===== config.mk =====
export PLATFORM = sky130hd
export DESIGN_NAME = usbls_rx
export DESIGN_NICKNAME = d
export VERILOG_FILES = /design/src/rtl/usbls_pkg.sv /design/src/rtl/usbls_line_sync.sv /design/src/rtl/usbls_bit_timer.sv /design/src/rtl/usbls_rx_fsm.sv /design/src/rtl/usbls_rx.sv
export SDC_FILE = /design/constraint.sdc
export NUM_CORES = 1
export LEC_CHECK = 0
export CORE_AREA = 5 5 84 86
export CTS_CLUSTER_SIZE = 30
export DETAILED_ROUTE_END_ITERATION = 6
export DIE_AREA = 0 0 89 91
export GPL_ROUTABILITY_DRIVEN = 0
export HOLD_SLACK_MARGIN = 0.05
export PLACE_DENSITY_LB_ADDON = 0.2
export SYNTH_ARGS = -nofsm -noshare
export SYNTH_HDL_FRONTEND = slang
export SYNTH_SLANG_ARGS = --single-unit

===== constraint.sdc =====
create_clock -name clk -period 2.6 [get_ports clk]
set_input_delay 0.65 -clock clk [delete_from_list [all_inputs] [get_ports clk]]
set_output_delay 0.65 -clock clk [all_outputs]
set_load 0.01 [all_outputs]

===== src/rtl/usbls_pkg.sv =====
package usbls_pkg;

    // Line state encoded as {D+, D-}
    typedef enum logic [1:0] {
        LN_SE0 = 2'b00,
        LN_J   = 2'b01,
        LN_K   = 2'b10,
        LN_SE1 = 2'b11
    } line_e;

    typedef enum logic [2:0] {
        ST_HUNT,
        ST_SYNC,
        ST_PID,
        ST_DATA,
        ST_DRAIN,
        ST_WAIT_J
    } rx_state_e;

    // Ones run length after which a stuff bit follows
    localparam logic [2:0] STUFF_RUN = 3'd6;
    localparam logic [2:0] STUFF_PRE = 3'd5;

endpackage


===== src/rtl/usbls_line_sync.sv =====
module usbls_line_sync
    import usbls_pkg::*;
(
    input  logic  clk,
    input  logic  rst_n,
    input  logic  usb_dp,
    input  logic  usb_dm,
    output line_e line_now,
    output line_e line_prev
);

    logic [1:0] stage1_q;
    logic [1:0] stage2_q;
    logic [1:0] mapped;
    line_e      prev_q;

    // Both-high is folded onto J
    assign mapped    = (stage2_q == 2'b11) ? 2'b01 : stage2_q;
    assign line_now  = line_e'(mapped);
    assign line_prev = prev_q;

    always_ff @(posedge clk or negedge rst_n) begin
        if (!rst_n) begin
            stage1_q <= 2'b01;
            stage2_q <= 2'b01;
            prev_q   <= LN_J;
        end else begin
            stage1_q <= {usb_dp, usb_dm};
            stage2_q <= stage1_q;
            prev_q   <= line_e'(mapped);
        end
    end

endmodule


===== src/rtl/usbls_bit_timer.sv =====
module usbls_bit_timer #(
    parameter int OVS = 12
) (
    input  logic clk,
    input  logic rst_n,
    input  logic clr,
    output logic at_bit,
    output logic at_sync
);

    // Sync check falls one and a half bits after the J-to-K edge
    localparam int SYNC_PT = OVS + OVS / 2 - 1;
    localparam int CW      = $clog2(SYNC_PT + 1);

    logic [CW-1:0] cnt_q;

    assign at_bit  = (cnt_q == CW'(OVS - 1));
    assign at_sync = (cnt_q == CW'(SYNC_PT));

    always_ff @(posedge clk or negedge rst_n) begin
        if (!rst_n) begin
            cnt_q <= '0;
        end else if (clr || at_sync) begin
            cnt_q <= '0;
        end else begin
            cnt_q <= cnt_q + 1'b1;
        end
    end

endmodule


===== src/rtl/usbls_rx_fsm.sv =====
module usbls_rx_fsm
    import usbls_pkg::*;
#(
    parameter int BUF_BYTES = 8
) (
    input  logic       clk,
    input  logic       rst_n,
    input  line_e      line_now,
    input  line_e      line_prev,
    input  logic       at_bit,
    input  logic       at_sync,
    output logic       tmr_clr,
    output logic [7:0] pid,
    output logic [7:0] data_byte,
    output logic       byte_valid,
    output logic       pkt_end,
    output logic       err_stuff,
    output logic       err_overflow
);

    localparam int RW = $clog2(BUF_BYTES + 1);

    rx_state_e     state_q, state_d;
    line_e         bit_ref_q;
    logic [7:0]    shreg_q;
    logic [2:0]    bit_idx_q;
    logic [2:0]    ones_q;
    logic [RW-1:0] room_q;

    logic       edge_jk;
    logic       sample;
    logic       is_se0;
    logic       nrzi_one;
    logic       stuff_slot;
    logic       byte_done;
    logic [7:0] next_byte;

    assign edge_jk    = (line_prev == LN_J) && (line_now == LN_K);
    assign sample     = at_bit && ((state_q == ST_PID) || (state_q == ST_DATA));
    assign is_se0     = (line_now == LN_SE0);
    assign nrzi_one   = (line_now == bit_ref_q);
    assign stuff_slot = (state_q == ST_DATA) && (ones_q == STUFF_RUN);
    assign byte_done  = (bit_idx_q == 3'd7);
    assign next_byte  = {nrzi_one, shreg_q[7:1]};

    assign tmr_clr = sample
                   || ((state_q == ST_HUNT) && edge_jk)
                   || ((state_q == ST_SYNC) && (edge_jk || at_sync));

    always_comb begin
        state_d = state_q;
        unique case (state_q)
            ST_HUNT: begin
                if (edge_jk) state_d = ST_SYNC;
            end
            ST_SYNC: begin
                if (is_se0)       state_d = ST_HUNT;
                else if (edge_jk) state_d = ST_SYNC;
                else if (at_sync) state_d = (line_now == LN_K) ? ST_PID : ST_HUNT;
            end
            ST_PID: begin
                if (sample) begin
                    if (is_se0)                              state_d = ST_WAIT_J;
                    else if (nrzi_one && ones_q == STUFF_PRE) state_d = ST_DRAIN;
                    else if (byte_done)                       state_d = ST_DATA;
                end
            end
            ST_DATA: begin
                if (sample) begin
                    if (is_se0)                          state_d = ST_WAIT_J;
                    else if (stuff_slot)                 state_d = nrzi_one ? ST_DRAIN : ST_DATA;
                    else if (byte_done && room_q == '0)  state_d = ST_DRAIN;
                end
            end
            ST_DRAIN: begin
                if (is_se0) state_d = ST_WAIT_J;
            end
            ST_WAIT_J: begin
                if (line_now == LN_J) state_d = ST_HUNT;
            end
            default: state_d = ST_HUNT;
        endcase
    end

    always_ff @(posedge clk or negedge rst_n) begin
        if (!rst_n) state_q <= ST_HUNT;
        else        state_q <= state_d;
    end

    always_ff @(posedge clk or negedge rst_n) begin
        if (!rst_n) begin
            bit_ref_q    <= LN_J;
            shreg_q      <= '0;
            bit_idx_q    <= '0;
            ones_q       <= '0;
            room_q       <= '0;
            pid          <= '0;
            data_byte    <= '0;
            byte_valid   <= 1'b0;
            pkt_end      <= 1'b0;
            err_stuff    <= 1'b0;
            err_overflow <= 1'b0;
        end else begin
            byte_valid   <= 1'b0;
            pkt_end      <= 1'b0;
            err_stuff    <= 1'b0;
            err_overflow <= 1'b0;
            unique case (state_q)
                ST_SYNC: begin
                    if (at_sync && !is_se0 && !edge_jk && line_now == LN_K) begin
                        bit_ref_q <= LN_K;
                        ones_q    <= 3'd1;   // trailing K-K of sync is a 1
                        bit_idx_q <= '0;
                    end
                end
                ST_PID: begin
                    if (sample) begin
                        if (is_se0) begin
                            pkt_end <= 1'b1;
                        end else if (nrzi_one && ones_q == STUFF_PRE) begin
                            err_stuff <= 1'b1;
                        end else begin
                            bit_ref_q <= line_now;
                            shreg_q   <= next_byte;
                            ones_q    <= nrzi_one ? ones_q + 1'b1 : 3'd0;
                            bit_idx_q <= bit_idx_q + 1'b1;
                            if (byte_done) begin
                                pid        <= next_byte;
                                data_byte  <= next_byte;
                                byte_valid <= 1'b1;
                                room_q     <= RW'(BUF_BYTES);
                            end
                        end
                    end
                end
                ST_DATA: begin
                    if (sample) begin
                        if (is_se0) begin
                            pkt_end <= 1'b1;
                        end else if (stuff_slot) begin
                            if (nrzi_one) begin
                                err_stuff <= 1'b1;
                            end else begin
                                bit_ref_q <= line_now;
                                ones_q    <= 3'd0;
                            end
                        end else begin
                            bit_ref_q <= line_now;
                            shreg_q   <= next_byte;
                            ones_q    <= nrzi_one ? ones_q + 1'b1 : 3'd0;
                            bit_idx_q <= bit_idx_q + 1'b1;
                            if (byte_done) begin
                                if (room_q == '0) begin
                                    err_overflow <= 1'b1;
                                end else begin
                                    data_byte  <= next_byte;
                                    byte_valid <= 1'b1;
                                    room_q     <= room_q - 1'b1;
                                end
                            end
                        end
                    end
                end
                ST_HUNT, ST_DRAIN, ST_WAIT_J: begin
                end
                default: begin
                end
            endcase
        end
    end

endmodule


===== src/rtl/usbls_rx.sv =====
module usbls_rx
    import usbls_pkg::*;
#(
    parameter int OVS       = 12,
    parameter int BUF_BYTES = 8
) (
    input  logic       clk,
    input  logic       rst_n,
    input  logic       usb_dp,
    input  logic       usb_dm,
    output logic [7:0] pid,
    output logic [7:0] data_byte,
    output logic       byte_valid,
    output logic       pkt_end,
    output logic       err_stuff,
    output logic       err_overflow
);

    line_e line_now;
    line_e line_prev;
    logic  at_bit;
    logic  at_sync;
    logic  tmr_clr;

    usbls_line_sync i_line_sync (
        .clk       (clk),
        .rst_n     (rst_n),
        .usb_dp    (usb_dp),
        .usb_dm    (usb_dm),
        .line_now  (line_now),
        .line_prev (line_prev)
    );

    usbls_bit_timer #(.OVS(OVS)) i_bit_timer (
        .clk     (clk),
        .rst_n   (rst_n),
        .clr     (tmr_clr),
        .at_bit  (at_bit),
        .at_sync (at_sync)
    );

    usbls_rx_fsm #(.BUF_BYTES(BUF_BYTES)) i_fsm (
        .clk          (clk),
        .rst_n        (rst_n),
        .line_now     (line_now),
        .line_prev    (line_prev),
        .at_bit       (at_bit),
        .at_sync      (at_sync),
        .tmr_clr      (tmr_clr),
        .pid          (pid),
        .data_byte    (data_byte),
        .byte_valid   (byte_valid),
        .pkt_end      (pkt_end),
        .err_stuff    (err_stuff),
        .err_overflow (err_overflow)
    );

endmodule


==> impl_metrics.py <==
metrics = {
    "status": {
        "status": "finished clean",
    },
    "worst_hold_path": {
        "hold_path_class": "input port to async pin",
    },
    "clock_tree": {
        "numClockSinks": 53,
        "cts_root_buffer": "clkbuf_8",
        "cts_max_path_buffers": 2,
        "h-tree-depth": 2,
        "ctsHoldBuffers": 0,
        "cts_repair_resize_count": 0,
        "cts_tree": "done",
        "postCtsSetupBuffers": 0,
        "path_clk_slew_ps": 100,
        "cts_made_buffers": 5,
        "clk_latency_ps": 310,
    },
    "power": {
        "internal_power_mw": 1.56,
        "power.leakage_nw": 1.36,
        "powerDensity_nw_per_um2": 773,
        "pwr-share-seq": 0.462,
        "finalPower_mw": 2.35,
        "swShare": 0.337,
        "p_comb_frac": 0.299,
        "switching_power_uw": 794,
        "p_clk_frac": 0.240,
        "peakVddDrop_uv": 376,
    },
    "drt": {
        "wl_met1_um": 2640,
        "wl_met2_um": 2220,
        "maxUsedRoutingLayer": "met4",
        "met3_length_um": 184,
        "antenna_left": 0,
        "drc_errors": 0,
        "post_drt_wl_per_cell_um": 15.7,
        "drt_iter0_drc": 109,
        "avgViaCountPerCell": 5.34,
        "drt-total-wl_um": 5090,
        "vias": 1735,
        "firstDrtPassIters": 4,
    },
    "global_routing": {
        "grt_use_total": 0.137,
        "grt_pass1_vias": 1780,
        "grt-ovfl-total": 0,
        "grt_max_degree": 54,
        "grt_pass1_wl_um": 8910,
        "grt_antenna_before_repair": 0,
    },
    "critical_path": {
        "critPathMaxFanout": 9,
        "crit_family": "simple AND/OR/NAND/NOR gates",
        "cp_cell_sequence": "ha_1, nand2_1, nor2_1, nor3_1, and2_1, mux2_2",
        "cp.arrival_ps": 2460,
        "reg2reg_to": "i_fsm.pid[1]",
        "crit_type": "flop to flop",
        "critPathBufInv": 0,
        "critPathCapture": "i_fsm.pid[1]",
        "end_kind": "flop",
        "cp-startpoint": "i_fsm.ones_q[0]",
        "cp.depth": 6,
        "worstPathRequired_ps": 2800,
        "critical-path-slowest-cell": "and2_1",
        "r2r_slack_ps": 340,
        "startpoint_type": "flop",
        "max_stage_delay_ps": 440,
        "r2r_cells": 6,
        "r2r-start": "i_fsm.ones_q[0]",
    },
    "finish": {
        "fillers": 571,
        "layout_common_cells": "dfrtp_1, mux2_2, clkdlybuf4s50_1",
        "fin_cells": 325,
        "area_growth_pct": 16.7,
        "post-route-util": 0.490,
        "drive_above_1_share": 0.218,
        "fin_nets": 259,
        "final_common_cell": "dfrtp_1",
        "antennaDiodeCount": 0,
        "final_area_um2": 3040,
    },
    "sta": {
        "fin_setup_tns_ps": 0,
        "slew_headroom": 0.623,
        "setup_viol": 0,
        "period_needed_ps": 2260,
        "fin_skew_ps": 13.3,
        "drv_slew": 0,
        "holdWs_ps": 324,
        "worst_pin_slew_ps": 565,
        "rsz0062_at_grt": "false",
        "fin_crit_sh": 0.867,
        "timing.fmax_ghz": 0.443,
        "fin_ws_ps": 345,
        "final_hold_viol_count": 0,
    },
    "yosys": {
        "synth_area_um2": 2610,
        "avgSynthCellArea_um2": 11.7,
        "ys.warnings.count": 0,
        "async_reset_ff_frac": 1.00,
        "synth.area.top_cells": "dfrtp_1, mux2_2, dfstp_2, ha_1, nor2_1",
        "yosysSeqAreaShare": 0.511,
        "synth-edff-count": 0,
        "ys_ff_latch": 53,
        "syn_nets": 234,
        "synth_top_area_frac": 0.470,
        "synth_top_cell_by_area": "dfrtp_1",
        "synthCells": 222,
        "synth.distinct_cells": 57,
        "synth-main-ff-cell": "dfrtp_1",
    },
    "placed_design": {
        "dpl_cell_area_um2": 2930,
        "port_buffers": 23,
        "place.detailed.hpwl_um": 3560,
        "placedCellCount": 317,
        "place_ws_ps": 340,
    },
    "die": {
        "initial_core_util": 0.420,
        "io-pin-count": 24,
        "die_w_um": 89,
        "die_area_um2": 8100,
        "core_area_um2": 6200,
        "row_count": 29,
        "die_y_um": 91,
    },
    "run": {
        "maxCapViolations": 0,
    },
}
==> registers in the layout, indices dropped and copies added (netlist names) <==
name,count
i_fsm.data_byte,8
i_fsm.pid,8
i_fsm.shreg_q,7
i_bit_timer.cnt_q,5
i_fsm.room_q,4
i_fsm.bit_idx_q,3
i_fsm.ones_q,3
i_fsm.state_q,3
i_fsm.bit_ref_q,2
i_line_sync.line_prev,2
i_line_sync.stage1_q,2
i_line_sync.stage2_q,2
i_fsm.byte_valid,1
i_fsm.err_overflow,1
i_fsm.err_stuff,1
i_fsm.pkt_end,1
==> layer usage <==
| metal | GRT usage | vias to the layer above |
|---|---|---|
| met4 | 0.0372 | 0 |
| met2 | 0.189 | 33 |
| li1 | - | 857 |
| met5 | 0 | - |
| met3 | 0.0290 | 4 |
| met1 | 0.217 | 841 |
==> how the worst min path moves through the flow <==
stage	start	endpoint	slack [ps]	cells past startpoint
5_1_grt	rst_n	i_fsm.data_byte[6]	320	2
3_3_place_gp	i_line_sync.stage1_q[1]	i_line_sync.stage2_q[1]	340	0
6_report	rst_n	i_fsm.data_byte[6]	320	2
2_1_floorplan	i_line_sync.stage1_q[1]	i_line_sync.stage2_q[1]	330	0
3_5_place_dp	i_line_sync.stage1_q[1]	i_line_sync.stage2_q[1]	330	0
4_1_cts	rst_n	i_fsm.data_byte[6]	330	2
==> area by class of cell <==
class	instances	area, um2	area share
Sequential cell	53	1330	0.438
Tap cell	77	96.3	0.0317
Multi-Input combinational cell	149	1180	0.389
Timing Repair Buffer	29	283	0.0930
Inverter	9	33.8	0.0111
Clock inverter	3	46.3	0.0152
Clock buffer	5	68.8	0.0226
==> cell usage after synthesis, drive strengths merged, types with 4 or more instances <==
library cell,number
dfrtp,49
mux2,24
nor2,14
nand2,12
buf,9
inv,9
ha,8
a21oi,6
nand2b,6
a31oi,4
and2,4
dfstp,4
nor3b,4
o211ai,4
o21ai,4
o31a,4
or2,4
xor2,4
==> power groups by stage <==
| stage | sequential [mW] | combinational [mW] | clock (mW) |
|---|---|---|---|
| 2_1_floorplan | 1.03 | 0.582 | 0 |
| 3_3_place_gp | 1.10 | 0.697 | 0 |
| 3_5_place_dp | 1.10 | 0.698 | 0 |
| 4_1_cts | 1.08 | 0.703 | 0.580 |
| 5_1_grt | 1.11 | 0.782 | 0.626 |
| 6_report | 1.09 | 0.702 | 0.564 |
==> cells by family (layout without fill, tap and decap cells) <==
group,count (synthesis),after routing,synth area share
and+or+nand+nor,68,68,0.153
DFF,53,53,0.511
AOI/OAI and AO/OA,42,42,0.131
muxes,26,26,0.114
buffers and inverters,20,46,0.0360
adders and majority gates,8,8,0.0384
xor gates and xnor gates,5,5,0.0168
Power figures use the tool's default switching activity.
